`src/rtl/tirq_pkg.sv`:
```
package tirq_pkg;
  parameter int unsigned WORD_W = 32;
  typedef logic [WORD_W-1:0] tirq_word_t;
  typedef struct packed {
    tirq_word_t addr;
    tirq_word_t data;
  } tirq_msg_t;
endpackage

```
`src/rtl/tirq_slot.sv`:
```
module tirq_slot #(
  parameter int PEND_W = 2
) (
  input  logic clk,
  input  logic rst_n,
  input  logic fire,
  input  logic disarm,
  input  logic en,
  input  logic level,
  input  logic msg,
  input  logic glb_en,
  input  logic clr_req,
  input  logic take,
  output logic sts,
  output logic pulse,
  output logic pend
);
  localparam logic [PEND_W-1:0] CNT_MAX = '1;

  logic              msg_q;
  logic [PEND_W-1:0] cnt;
  logic              deas, fire_ok, inc;

  always_comb begin
    deas    = disarm | ~en | ~glb_en | (clr_req & sts) | (msg & ~msg_q);
    fire_ok = fire & ~deas;
    inc     = fire_ok & msg & (cnt != CNT_MAX);
    pend    = (cnt != '0);
  end

  always_ff @(posedge clk) begin
    if (!rst_n) begin
      sts   <= 1'b0;
      pulse <= 1'b0;
      msg_q <= 1'b0;
      cnt   <= '0;
    end else begin
      msg_q <= msg;
      pulse <= fire_ok & ~msg & ~level;
      if (deas)
        sts <= 1'b0;
      else if (fire_ok & ~msg)
        sts <= level;
      cnt <= cnt + PEND_W'(inc) - PEND_W'(take);
    end
  end
endmodule

```
`src/rtl/tirq_msg_arb.sv`:
```
module tirq_msg_arb
  import tirq_pkg::*;
#(
  parameter int NUM_TMR = 4
) (
  input  logic                    clk,
  input  logic                    rst_n,
  input  logic [NUM_TMR-1:0]      pend,
  input  logic [NUM_TMR*64-1:0]   words,
  input  logic                    ready,
  output logic                    valid,
  output tirq_msg_t               req,
  output logic [NUM_TMR-1:0]      take
);
  localparam int IDX_W = (NUM_TMR > 1) ? $clog2(NUM_TMR) : 1;

  logic             found, load;
  logic [IDX_W-1:0] idx;

  always_comb begin
    found = 1'b0;
    idx   = '0;
    for (int i = 0; i < NUM_TMR; i++) begin
      if (pend[i] && !found) begin
        found = 1'b1;
        idx   = IDX_W'(i);
      end
    end
    load = ~valid | ready;
    take = (load && found) ? (NUM_TMR'(1) << idx) : '0;
  end

  always_ff @(posedge clk) begin
    if (!rst_n) begin
      valid <= 1'b0;
      req   <= '0;
    end else if (load) begin
      valid <= found;
      if (found) req <= words[idx*64 +: 64];
    end
  end
endmodule

```
`src/rtl/tirq_line_merge.sv`:
```
module tirq_line_merge #(
  parameter int NUM_TMR = 4,
  parameter int NUM_IRQ = 32,
  parameter int ROUTE_W = 5,
  parameter int LEG0    = 0,
  parameter int LEG1    = 8
) (
  input  logic                      clk,
  input  logic                      rst_n,
  input  logic [NUM_TMR-1:0]        active,
  input  logic [NUM_TMR*ROUTE_W-1:0] route,
  input  logic                      legacy,
  input  logic                      rtc_in,
  output logic [NUM_IRQ-1:0]        irq
);
  logic rtc_q;

  always_ff @(posedge clk) begin
    if (!rst_n) rtc_q <= 1'b0;
    else        rtc_q <= rtc_in;
  end

  always_comb begin
    logic [ROUTE_W-1:0] line;
    irq = '0;
    for (int i = 0; i < NUM_TMR; i++) begin
      line = route[i*ROUTE_W +: ROUTE_W];
      if (legacy && i == 0) line = ROUTE_W'(LEG0);
      if (legacy && i == 1) line = ROUTE_W'(LEG1);
      if (active[i]) irq[line] = 1'b1;
    end
    if (!legacy && rtc_q) irq[LEG1] = 1'b1;
  end
endmodule

```
`src/rtl/tirq_router.sv`:
```
module tirq_router
  import tirq_pkg::*;
#(
  parameter int NUM_TMR = 4,
  parameter int PEND_W  = 2,
  parameter int LEG0    = 0,
  parameter int LEG1    = 8
) (
  input  logic                 clk,
  input  logic                 rst_n,
  input  logic [NUM_TMR-1:0]   fire_i,
  input  logic [NUM_TMR-1:0]   disarm_i,
  input  logic [NUM_TMR-1:0]   tmr_en_i,
  input  logic [NUM_TMR-1:0]   tmr_level_i,
  input  logic [NUM_TMR-1:0]   tmr_msg_i,
  input  logic [NUM_TMR*5-1:0] tmr_route_i,
  input  logic [NUM_TMR*64-1:0] msg_word_i,
  input  logic                 glb_en_i,
  input  logic                 legacy_i,
  input  logic                 rtc_irq_i,
  input  logic                 sts_wr_i,
  input  logic [NUM_TMR-1:0]   sts_wr_mask_i,
  output logic [NUM_TMR-1:0]   sts_o,
  output logic [31:0]          irq_o,
  output logic                 msg_valid_o,
  input  logic                 msg_ready_i,
  output logic [31:0]          msg_addr_o,
  output logic [31:0]          msg_data_o
);
  localparam int NUM_IRQ = 32;
  localparam int ROUTE_W = $clog2(NUM_IRQ);

  logic [NUM_TMR-1:0] pulse, pend, take, active;
  tirq_msg_t          req;

  for (genvar g = 0; g < NUM_TMR; g++) begin : g_slot
    tirq_slot #(.PEND_W(PEND_W)) u_slot (
      .clk     (clk),
      .rst_n   (rst_n),
      .fire    (fire_i[g]),
      .disarm  (disarm_i[g]),
      .en      (tmr_en_i[g]),
      .level   (tmr_level_i[g]),
      .msg     (tmr_msg_i[g]),
      .glb_en  (glb_en_i),
      .clr_req (sts_wr_i & sts_wr_mask_i[g]),
      .take    (take[g]),
      .sts     (sts_o[g]),
      .pulse   (pulse[g]),
      .pend    (pend[g])
    );
  end

  assign active = (sts_o & ~tmr_msg_i) | pulse;

  tirq_line_merge #(
    .NUM_TMR(NUM_TMR), .NUM_IRQ(NUM_IRQ), .ROUTE_W(ROUTE_W),
    .LEG0(LEG0), .LEG1(LEG1)
  ) u_merge (
    .clk    (clk),
    .rst_n  (rst_n),
    .active (active),
    .route  (tmr_route_i),
    .legacy (legacy_i),
    .rtc_in (rtc_irq_i),
    .irq    (irq_o)
  );

  tirq_msg_arb #(.NUM_TMR(NUM_TMR)) u_arb (
    .clk   (clk),
    .rst_n (rst_n),
    .pend  (pend),
    .words (msg_word_i),
    .ready (msg_ready_i),
    .valid (msg_valid_o),
    .req   (req),
    .take  (take)
  );

  assign msg_addr_o = req.addr;
  assign msg_data_o = req.data;
endmodule

```
`config.mk`:
```
export PLATFORM = sky130hd
export DESIGN_NAME = tirq_router
export DESIGN_NICKNAME = d
export VERILOG_FILES = /design/src/rtl/tirq_pkg.sv /design/src/rtl/tirq_slot.sv /design/src/rtl/tirq_msg_arb.sv /design/src/rtl/tirq_line_merge.sv /design/src/rtl/tirq_router.sv
export SDC_FILE = /design/constraint.sdc
export NUM_CORES = 1
export LEC_CHECK = 0
export ABC_AREA = 1
export BUFFER_PORTS_ARGS = -buffer_cell sky130_fd_sc_hd__buf_2
export CAP_MARGIN = 0
export CORE_AREA = 2 2 161 163
export CTS_BUF_LIST = sky130_fd_sc_hd__clkbuf_16
export DETAILED_ROUTE_END_ITERATION = 12
export DIE_AREA = 0 0 163 165
export SLEW_MARGIN = 20
export SYNTH_ARGS = -nofsm -noshare
export SYNTH_HDL_FRONTEND = slang
export SYNTH_SLANG_ARGS = --single-unit
```
`constraint.sdc`:
```
create_clock -name clk -period 2.42 [get_ports clk]
set_clock_uncertainty 0.15 [all_clocks]
set_input_delay 0.121 -clock clk [delete_from_list [all_inputs] [get_ports clk]]
set_output_delay 0.121 -clock clk [all_outputs]
set_load 0.005 [all_outputs]
```
==> metrics.txt, run 1 <==
worst vdd ir=726 uV; fin crit share=94.3%; outcome=finished clean; WP data arrival=2.38 ns; via count of the first global-routing pass=10,400; net count after synthesis=1,748; data required time at the worst endpoint=2.52 ns; synthesized instance count=1,433; total wire length=35,400 um; top cell type by total area after synthesis=sky130_fd_sc_hd__dfxtp_1; crit path max fanout=64; initial standard-cell utilization of the core=30.6%; number of iterations in the first detailed-routing pass=7; die height=165 um; pins over their slew limit=0; clock buffer count from CTS=9; count of flip-flops with a built-in enable after synthesis=0; #FFs+latches synth=86; power per cell area=817 mW/mm^2; via total after detailed routing=11,000; DRC violation count after routing=0; Max Buffers Root-to-Sink=2; final core utilization=49.4%; count of unique library cells instantiated by Yosys=31; global-route wire length before repair=52,500 um; ratio of cells with drive above 1 in the final layout=23.3%; post-synthesis instance area=0.00766 mm^2; PnR worst setup slack=0.139 ns; I/O Pins=408; initial antenna violation count=7; leakage power total=6.91 nW; DP Worst Slack=0.159 ns; maximum clock frequency=438 MHz; clock tree from TritonCTS=done; final non-filler cell area=0.0124 mm^2; number of warnings reported in the yosys synthesis log=0; HPWL Detailed=23,900 um; kind of start point of the critical path=register; number of cells in the finished layout apart from fillers=2,339; total core area=0.0250 mm^2; time the worst path needs with I/O delays and setup=2.28 ns; total overflow reported by the global router=0; Nets=2,313; DIE AREA=0.0269 mm^2; pin count of the biggest net entering global routing=66; worst skew pair latency=0.36 ns; critical setup path kind=register to register; count of final setup violators=0; kind of end point of the critical path=register; part of the Yosys area used for sequential elements=22.5%; Hold WC Path Type=primary input to register; Max-cap violations=0; buffer type at the clock tree root=sky130_fd_sc_hd__clkbuf_16; number of vias per cell=4.71; weighted congestion at the end of routability-driven global placement=0.925; total cell area at the placement stage=0.0100 mm^2; Slew Limit Headroom=61.4%; initial DRC count=920; Port-buffer cells=407; actual slew at the worst max-slew pin=0.575 ns; average wire length per cell after detail routing=15.1 um; Placed Cells incl. Taps=2,116; deepest level of the CTS H-tree=3; share of flip-flops with an asynchronous set or reset=0%; DRT antenna net count=0; overall global routing resource usage=24.7%; final total negative setup slack=0 ns; synthesized area per cell=5.35 um^2; cell types occupying the most area after synthesis=sky130_fd_sc_hd__dfxtp_1 22%, sky130_fd_sc_hd__inv_1 16%, sky130_fd_sc_hd__nand2_1 16%; fill count=2,583; area fraction of the dominant cell type after synthesis=22.5%; Die Width=163 um; number of clock sinks=86; placement row count=58; area grow syn2layout=61.4%; prevailing post-synth register cell=sky130_fd_sc_hd__dfxtp_1; Clock Pin Slew Worst Setup and Hold Paths=0.07 ns; final hold viol count=0; setup repair after global routing missed its margin=true
==> cell type report <==
cell class | instances | area (um^2) | share of cell area (%)
Multi-Input combinational cell | 940 | 4360 | 35.3
Tap cell | 330 | 413 | 3.34
Sequential cell | 86 | 1720 | 13.9
Clock buffer | 9 | 225 | 1.82
Antenna cell | 6 | 15.0 | 0.121
Inverter | 331 | 1240 | 10.0
Timing Repair Buffer | 630 | 4300 | 34.8
Clock inverter | 7 | 90.1 | 0.728
==> where the power goes <==
| part | switching (mW) | internal, mW | leakage, nW |
|---|---|---|---|
| Clock | 0.630 | 0.901 | 0.158 |
| Sequential | 0.237 | 1.88 | 0.712 |
| Combinational | 3.79 | 2.67 | 6.04 |
==> cells in the final DEF (no fill, tap or decap), types with 4 or more instances in the layout <==
| master | n |
|---|---|
| sky130_fd_sc_hd__a21oi_1 | 97 |
| sky130_fd_sc_hd__nor2_1 | 183 |
| sky130_fd_sc_hd__buf_12 | 6 |
| sky130_fd_sc_hd__inv_2 | 4 |
| sky130_fd_sc_hd__nand3b_1 | 7 |
| sky130_fd_sc_hd__nor2_4 | 4 |
| sky130_fd_sc_hd__diode_2 | 6 |
| sky130_fd_sc_hd__o22ai_1 | 6 |
| sky130_fd_sc_hd__buf_4 | 16 |
| sky130_fd_sc_hd__o221ai_1 | 6 |
| sky130_fd_sc_hd__inv_1 | 328 |
| sky130_fd_sc_hd__dfxtp_1 | 86 |
| sky130_fd_sc_hd__ha_1 | 8 |
| sky130_fd_sc_hd__o21bai_1 | 4 |
| sky130_fd_sc_hd__buf_6 | 5 |
| sky130_fd_sc_hd__dlygate4sd3_1 | 195 |
| sky130_fd_sc_hd__o21ai_0 | 10 |
| sky130_fd_sc_hd__nand2_1 | 322 |
| sky130_fd_sc_hd__buf_2 | 407 |
| sky130_fd_sc_hd__nand4_1 | 17 |
| sky130_fd_sc_hd__o211ai_1 | 10 |
| sky130_fd_sc_hd__clkbuf_16 | 9 |
| sky130_fd_sc_hd__nand3_1 | 222 |
| sky130_fd_sc_hd__nor3_1 | 19 |
| sky130_fd_sc_hd__a22oi_1 | 5 |
==> what timing repair did <==
| action | 4_1_cts | 5_1_grt |
|---|---|---|
| hold endpoints to repair | 79 | 0 |
| setup endpoints to repair | 0 | 54 |
| buffers inserted | 0 | 5 |
| gates resized for setup | 0 | 11 |
| hold buffers | 197 | 0 |
==> kinds of logic (layout without fill, tap and decap cells) <==
| kind of cell | count (synthesis) | count (layout) | synth area share, % |
|---|---|---|---|
| AO/OA/AOI/OAI | 146 | 146 | 10.8 |
| XOR/XNOR | 4 | 4 | 0.457 |
| adder cells (fa/ha/maj) | 8 | 8 | 1.31 |
| buffers and inverters | 407 | 977 | 21.1 |
| flip-flops | 86 | 86 | 22.5 |
| other | 0 | 6 | 0 |
| AND/OR/NAND/NOR | 782 | 782 | 43.8 |
==> layer usage <==
metal | GRT usage, % | wire, um | vias to the layer above
met4 | 9.94 | 1050 | 0
li1 | - | - | 5527
met2 | 44.7 | 17600 | 458
met5 | 0 | 0 | -
met3 | 4.17 | 2320 | 68
met1 | 28.8 | 14400 | 4968
==> cell usage after synthesis (2+ instances only) <==
cell type / count
sky130_fd_sc_hd__a21oi_1: 97
sky130_fd_sc_hd__a22oi_1: 5
sky130_fd_sc_hd__a31oi_1: 2
sky130_fd_sc_hd__buf_1: 5
sky130_fd_sc_hd__buf_2: 35
sky130_fd_sc_hd__buf_4: 13
sky130_fd_sc_hd__clkbuf_1: 23
sky130_fd_sc_hd__dfxtp_1: 86
sky130_fd_sc_hd__ha_1: 8
sky130_fd_sc_hd__inv_1: 328
sky130_fd_sc_hd__inv_2: 3
sky130_fd_sc_hd__nand2_1: 324
sky130_fd_sc_hd__nand3_1: 222
sky130_fd_sc_hd__nand3b_1: 7
sky130_fd_sc_hd__nand4_1: 17
sky130_fd_sc_hd__nor2_1: 183
sky130_fd_sc_hd__nor2_2: 2
sky130_fd_sc_hd__nor2_4: 3
sky130_fd_sc_hd__nor3_1: 19
sky130_fd_sc_hd__o2111ai_1: 2
sky130_fd_sc_hd__o211ai_1: 10
sky130_fd_sc_hd__o21ai_0: 13
sky130_fd_sc_hd__o21bai_1: 4
sky130_fd_sc_hd__o221ai_1: 6
sky130_fd_sc_hd__o22ai_1: 6
sky130_fd_sc_hd__or2_2: 2
sky130_fd_sc_hd__xor2_1: 4
==> final timing paths <==
| check | start | to | slack [ns] | cells past startpoint |
|---|---|---|---|---|
| min reg2reg | g_slot[3].u_slot.cnt[1] | g_slot[3].u_slot.cnt[1] | 0.35 | 1 |
| min | msg_word_i[103] | u_arb.req[39] | 0.003 | 5 |
| max | g_slot[0].u_slot.cnt[0] | u_arb.req[44] | 0.14 | 8 |
| max reg2reg | g_slot[0].u_slot.cnt[0] | u_arb.req[44] | 0.14 | 8 |
==> flip-flops by register name, indices dropped and copies added (netlist names) <==
name / flops
u_arb.req: 64
g_slot.u_slot.cnt: 8
g_slot.u_slot.msg_q: 4
g_slot.u_slot.pulse: 4
g_slot.u_slot.sts: 4
u_arb.valid: 1
u_merge.rtc_q: 1
==> stage by stage <==
stage	hold slack (ns)	total power, mW
after floorplan	0.0503	5.76
after global placement	0.154	7.68
after detailed placement	0.152	7.75
after CTS	0.000183	10.1
after global routing	0.0110	11.0
final	0.00286	10.1
==> worst max-delay path, cell delays in order, from the launching register on <==
cell                            delay [ns]
sky130_fd_sc_hd__dfxtp_1              0.35
sky130_fd_sc_hd__nor2_4               0.18
sky130_fd_sc_hd__inv_2                0.08
sky130_fd_sc_hd__a31oi_4              0.19
sky130_fd_sc_hd__buf_12               0.35
sky130_fd_sc_hd__nor2_1               0.12
sky130_fd_sc_hd__nor2_1               0.11
sky130_fd_sc_hd__dlygate4sd3_1        0.55
sky130_fd_sc_hd__a21oi_1              0.06
Note: power is estimated with default switching activity, not from simulation.
==> run 2: changes to the inputs <==
Settings changed: RECOVER_POWER set to 50.
==> run 2 against run 1 <==
Effect of this change:
- critical path depth is 1 lower
- die area unchanged
- worst hold slack worse by 0.0022 ns
- maximum frequency hardly changed
- global-route usage did not move
- register-to-register slack hardly changed
- cell count is the same
- design area is 0.68% lower
- sequential cell count unchanged
- critical endpoint is now u_arb.req[4]
- largest cell class unchanged
- highest routed layer unchanged
==> metrics.txt, run 2 (synthesis results as in run 1) <==
total overflow reported by the global router=0; HP Start=msg_word_i[103]; buffer type at the clock tree root=sky130_fd_sc_hd__clkbuf_16; weighted congestion at the end of routability-driven global placement=0.925; R2R Path End=u_arb.req[4]; path depth of the worst reg2reg path=7; most common cell after layout, fill and taps aside=sky130_fd_sc_hd__buf_2; clock tree from TritonCTS=done; ratio of cells with drive above 1 in the final layout=20.0%; number of clock sinks=86; PnR worst setup slack=0.139 ns; crit path max-delay cell type=sky130_fd_sc_hd__dlygate4sd3_1; kind of end point of the critical path=register; Hold WC Path Type=primary input to register; count of final setup violators=0; kind of start point of the critical path=register; final total negative setup slack=0 ns; clock buffer count from CTS=9; setup repair after global routing missed its margin=true; Max Buffers Root-to-Sink=2; DP Worst Slack=0.159 ns; WP buf/inv=2; time the worst path needs with I/O delays and setup=2.28 ns; deepest level of the CTS H-tree=3; register-to-register path setup slack=0.14 ns; final non-filler cell area=0.0123 mm^2; initial standard-cell utilization of the core=30.6%; sink of the worst hold path=u_arb.req[39]; register containing the most flip-flops in the final layout=u_arb.req; total wire length=35,400 um; power per cell area=817 mW/mm^2; actual slew at the worst max-slew pin=0.555 ns; worst hold path stage count=5; fin crit share=94.3%; DRT antenna net count=0; number of cells in the finished layout apart from fillers=2,339; worst skew pair latency=0.36 ns; leakage power total=6.66 nW; Clock Pin Slew Worst Setup and Hold Paths=0.07 ns; start of the worst register-to-register path=g_slot[1].u_slot.cnt[0]; placement row count=58; total cell area at the placement stage=0.0100 mm^2; final hold viol count=0; DIE AREA=0.0269 mm^2; via count of the first global-routing pass=10,400; number of iterations in the first detailed-routing pass=5; global-route wire length before repair=52,500 um; pin count of the biggest net entering global routing=66; cell breakdown of the critical path=nor2_4 > nand2_1 > a21oi_4 > buf_12 > nand3_1 > dlygate4sd3_1 > a21oi_1; overall global routing resource usage=24.7%; number of vias per cell=4.72; initial antenna violation count=7; via total after detailed routing=11,000; die height=165 um; I/O Pins=408; area grow syn2layout=60.3%; Nets=2,313; initial DRC count=980; data required time at the worst endpoint=2.55 ns; maximum clock frequency=438 MHz; Die Width=163 um; total core area=0.0250 mm^2; Port-buffer cells=407; DRC violation count after routing=0; critical setup path kind=register to register; commonest cells after routing, fill and taps aside=340 x sky130_fd_sc_hd__buf_2, 328 x sky130_fd_sc_hd__inv_1, 322 x sky130_fd_sc_hd__nand2_1, 222 x sky130_fd_sc_hd__nand3_1, 195 x sky130_fd_sc_hd__dlygate4sd3_1; worst vdd ir=722 uV; WP data arrival=2.41 ns; CP peak stage delay=0.57 ns; crit path max fanout=53; Largest delay share family, worst path=buffers and inverters; HPWL Detailed=23,900 um; Placed Cells incl. Taps=2,116; average wire length per cell after detail routing=15.2 um; outcome=finished clean; Slew Limit Headroom=62.8%; final core utilization=49.1%; pins over their slew limit=0; flip-flop count of the largest register, all copies and words added=64; leading registers by flop count=u_arb.req x64, g_slot.u_slot.cnt x8; Max-cap violations=0
## run 2: changes by cell type in the layout (fill, tap and decap cells not counted), sizes merged
cell	delta
buf	-67
clkbuf	+67
## run 2: worst reg2reg max path: stages, from the launching register on
cell and delay (ns):
sky130_fd_sc_hd__dfxtp_1 0.34, sky130_fd_sc_hd__nor2_4 0.25, sky130_fd_sc_hd__nand2_1 0.15, sky130_fd_sc_hd__a21oi_4 0.17, sky130_fd_sc_hd__buf_12 0.28, sky130_fd_sc_hd__nand3_1 0.16, sky130_fd_sc_hd__dlygate4sd3_1 0.57, sky130_fd_sc_hd__a21oi_1 0.16
## run 2: area by class of cell
cell class / count / area (um^2)
tap: 330 / 413
antenna: 6 / 15.0
multi-input combinational: 940 / 4360
timing repair buffer: 630 / 4210
fill: 2610 / 12800
sequential: 86 / 1720
clock inverter: 7 / 90.1
clock buffer: 9 / 225
inverter: 331 / 1240
## run 2: worst max path at each step
stage,from,to,slack [ns],cells past startpoint
2_1_floorplan,g_slot[0].u_slot.cnt[0],g_slot[0].u_slot.cnt[1],0.25,12
3_3_place_gp,g_slot[1].u_slot.cnt[0],g_slot[2].u_slot.cnt[1],0.25,10
3_5_place_dp,g_slot[2].u_slot.cnt[0],g_slot[2].u_slot.cnt[1],0.16,10
4_1_cts,tmr_msg_i[2],g_slot[2].u_slot.sts,0.03,11
5_1_grt,g_slot[2].u_slot.cnt[1],u_arb.req[59],-0.02,8
6_report,g_slot[1].u_slot.cnt[0],u_arb.req[4],0.14,7
## run 2: through the flow
stage	power, mW	hold slack, ns
after floorplan	5.76	0.0503
after global placement	7.68	0.154
after detailed placement	7.75	0.152
after CTS	10.1	0.000183
after global routing	10.9	0.0110
final	10.0	0.000608
## run 2: what timing repair did
action | in CTS | in global routing
endpoints found under the setup margin | 0 | 54
resized for setup | 0 | 11
hold buffers | 197 | 0
endpoints found under the hold margin | 79 | 0
setup buffers | 0 | 5
## run 2: per-layer routing
| metal | part of all wire (%) | GRT usage (%) |
|---|---|---|
| met5 | 0 | 0 |
| met4 | 3.2 | 9.94 |
| met3 | 6.9 | 4.17 |
| met2 | 49 | 44.7 |
| met1 | 41 | 28.8 |
## run 2: power by group
group,leakage (nW),switching (mW),internal [mW]
logic,5.80,3.79,2.57
clock network,0.158,0.635,0.901
registers,0.712,0.251,1.88
==> run 3: changes to the inputs <==
Settings changed: CORE_AREA 2 2 161 163 to 2 2 158 160, DIE_AREA 0 0 163 165 to 0 0 160 162, SETUP_SLACK_MARGIN set to 0.2.
==> run 3 against run 2 <==
Effect of this change:
- die area decreased by 3.6%
- clock-buffer cell count did not move
- sequential power barely moved
- largest cell class unchanged
- cell count down 1.0%
- via count is 0.37% higher
==> metrics.txt, run 3 (synthesis results as in run 1) <==
outcome=finished clean; Max-cap violations=0; WP data arrival=1.99 ns; via total after detailed routing=11,100; HP Start=msg_word_i[95]; data required time at the worst endpoint=2.15 ns; area grow syn2layout=58.9%; initial antenna violation count=9; worst vdd ir=726 uV; cell breakdown of the critical path=dlygate4sd3_1 > clkbuf_1 > inv_1 > a21oi_1 > nor2_1 > a21oi_1 > o221ai_1 > buf_2; total overflow reported by the global router=0; number of clock sinks=86; kind of end point of the critical path=output pin; via count of the first global-routing pass=10,400; die height=162 um; R2R Path End=u_arb.req[3]; Port-buffer cells=407; leading registers by flop count=u_arb.req x64, g_slot.u_slot.cnt x8; final hold viol count=0; kind of start point of the critical path=primary input; Max Buffers Root-to-Sink=2; overall global routing resource usage=26.2%; DRT antenna net count=0; worst hold path stage count=5; ratio of cells with drive above 1 in the final layout=21.2%; I/O Pins=408; number of iterations in the first detailed-routing pass=5; HPWL Detailed=24,400 um; placement row count=57; weighted congestion at the end of routability-driven global placement=0.936; start of the worst register-to-register path=g_slot[2].u_slot.cnt[1]; deepest level of the CTS H-tree=3; DIE AREA=0.0259 mm^2; pins over their slew limit=0; Hold WC Path Type=primary input to register; total core area=0.0241 mm^2; leakage power total=6.70 nW; initial DRC count=1,061; time the worst path needs with I/O delays and setup=2.26 ns; most common cell after layout, fill and taps aside=sky130_fd_sc_hd__buf_2; DRC violation count after routing=0; Worst Hold Margin=0.00716 ns; critical setup path kind=primary input to output pin; register containing the most flip-flops in the final layout=u_arb.req; average wire length per cell after detail routing=16.1 um; crit path max-delay cell type=sky130_fd_sc_hd__dlygate4sd3_1; count of final setup violators=0; commonest cells after routing, fill and taps aside=346 x sky130_fd_sc_hd__buf_2, 327 x sky130_fd_sc_hd__inv_1, 323 x sky130_fd_sc_hd__nand2_1, 216 x sky130_fd_sc_hd__nand3_1, 182 x sky130_fd_sc_hd__nor2_1; cell mode on critical path=sky130_fd_sc_hd__a21oi_1; initial standard-cell utilization of the core=31.8%; Die Width=160 um; setup repair after global routing missed its margin=true; Slew Limit Headroom=39.8%; overall power of the completed layout=9.85 mW; flip-flop count of the largest register, all copies and words added=64; global-route wire length before repair=54,100 um; final total negative setup slack=0 ns; worst skew pair latency=0.34 ns; maximum clock frequency=443 MHz; fin crit share=93.4%; number of vias per cell=4.79; Nets=2,294; Clock Pin Slew Worst Setup and Hold Paths=0.07 ns; buffer type at the clock tree root=sky130_fd_sc_hd__clkbuf_16; crit path max fanout=6; actual slew at the worst max-slew pin=0.902 ns; total wire length=37,200 um; clock tree from TritonCTS=done; sink of the worst hold path=u_arb.req[31]; pin count of the biggest net entering global routing=66; register-to-register path setup slack=0.20 ns; CP peak stage delay=0.52 ns; power per cell area=810 mW/mm^2; clock buffer count from CTS=9; path depth of the worst reg2reg path=7
-- run 3: worst max path at each step --
stage          cells past startpoint                    start                       to
6_report                           8             tmr_msg_i[1]                irq_o[24]
5_1_grt                            8             tmr_msg_i[1]                irq_o[22]
4_1_cts                            5     g_slot[3].u_slot.sts                 irq_o[1]
3_5_place_dp                      10  g_slot[3].u_slot.cnt[1]  g_slot[1].u_slot.cnt[1]
3_3_place_gp                      10  g_slot[3].u_slot.cnt[1]  g_slot[0].u_slot.cnt[1]
2_1_floorplan                     12  g_slot[0].u_slot.cnt[0]  g_slot[0].u_slot.cnt[1]
-- run 3: layer usage --
| layer | vias up | GRT usage (%) | part of all wire (%) |
|---|---|---|---|
| li1 | 5487 | - | - |
| met1 | 4962 | 31.7 | 41 |
| met2 | 538 | 46.3 | 48 |
| met3 | 100 | 3.86 | 7.2 |
| met4 | 2 | 11.4 | 3.8 |
| met5 | - | 0 | 0.030 |
-- run 3: cell type report --
cell class,count,area (um^2)
Fill cell,2577,11900
Multi-Input combinational cell,940,4420
Timing Repair Buffer,611,4090
Tap cell,324,405
Inverter,331,1240
Clock inverter,7,48.8
Clock buffer,9,225
Antenna cell,7,17.5
Sequential cell,86,1730
-- run 3: power breakdown --
group | internal (mW) | switching, mW | leakage (nW) | total (mW)
Sequential | 1.88 | 0.251 | 0.712 | 2.13
Clock | 0.701 | 0.636 | 0.133 | 1.34
Combinational | 2.53 | 3.86 | 5.86 | 6.39
-- run 3: through the flow --
| step | setup slack (ns) | utilization, % | cell area [um^2] | cells |
|---|---|---|---|---|
| finish | 0.160 | 50.5 | 12200 | 2315 |
| global route | 0.0754 | 50.5 | 12200 | 2315 |
| CTS | 0.152 | 49.9 | 12000 | 2296 |
| detailed placement | 0.176 | 41.4 | 9990 | 2105 |
| global placement | 0.234 | 41.4 | 9990 | 2105 |
| floorplan | 0.246 | - | 7660 | 1433 |
-- run 3: worst max-delay path, delay by kind of cell --
family,cells,cell delay (ns)
AOI/OAI and AO/OA,3,0.67
and+or+nand+nor,1,0.18
buffers and inverters,4,1.02
-- run 3: repair_timing --
action,in CTS,in global routing
endpoints found under the hold margin,76,0
pin swaps,2,9
buffers inserted,1,8
hold buffers,174,0
setup endpoints to repair,21,60
gates resized for setup,3,24
gates cloned,0,4
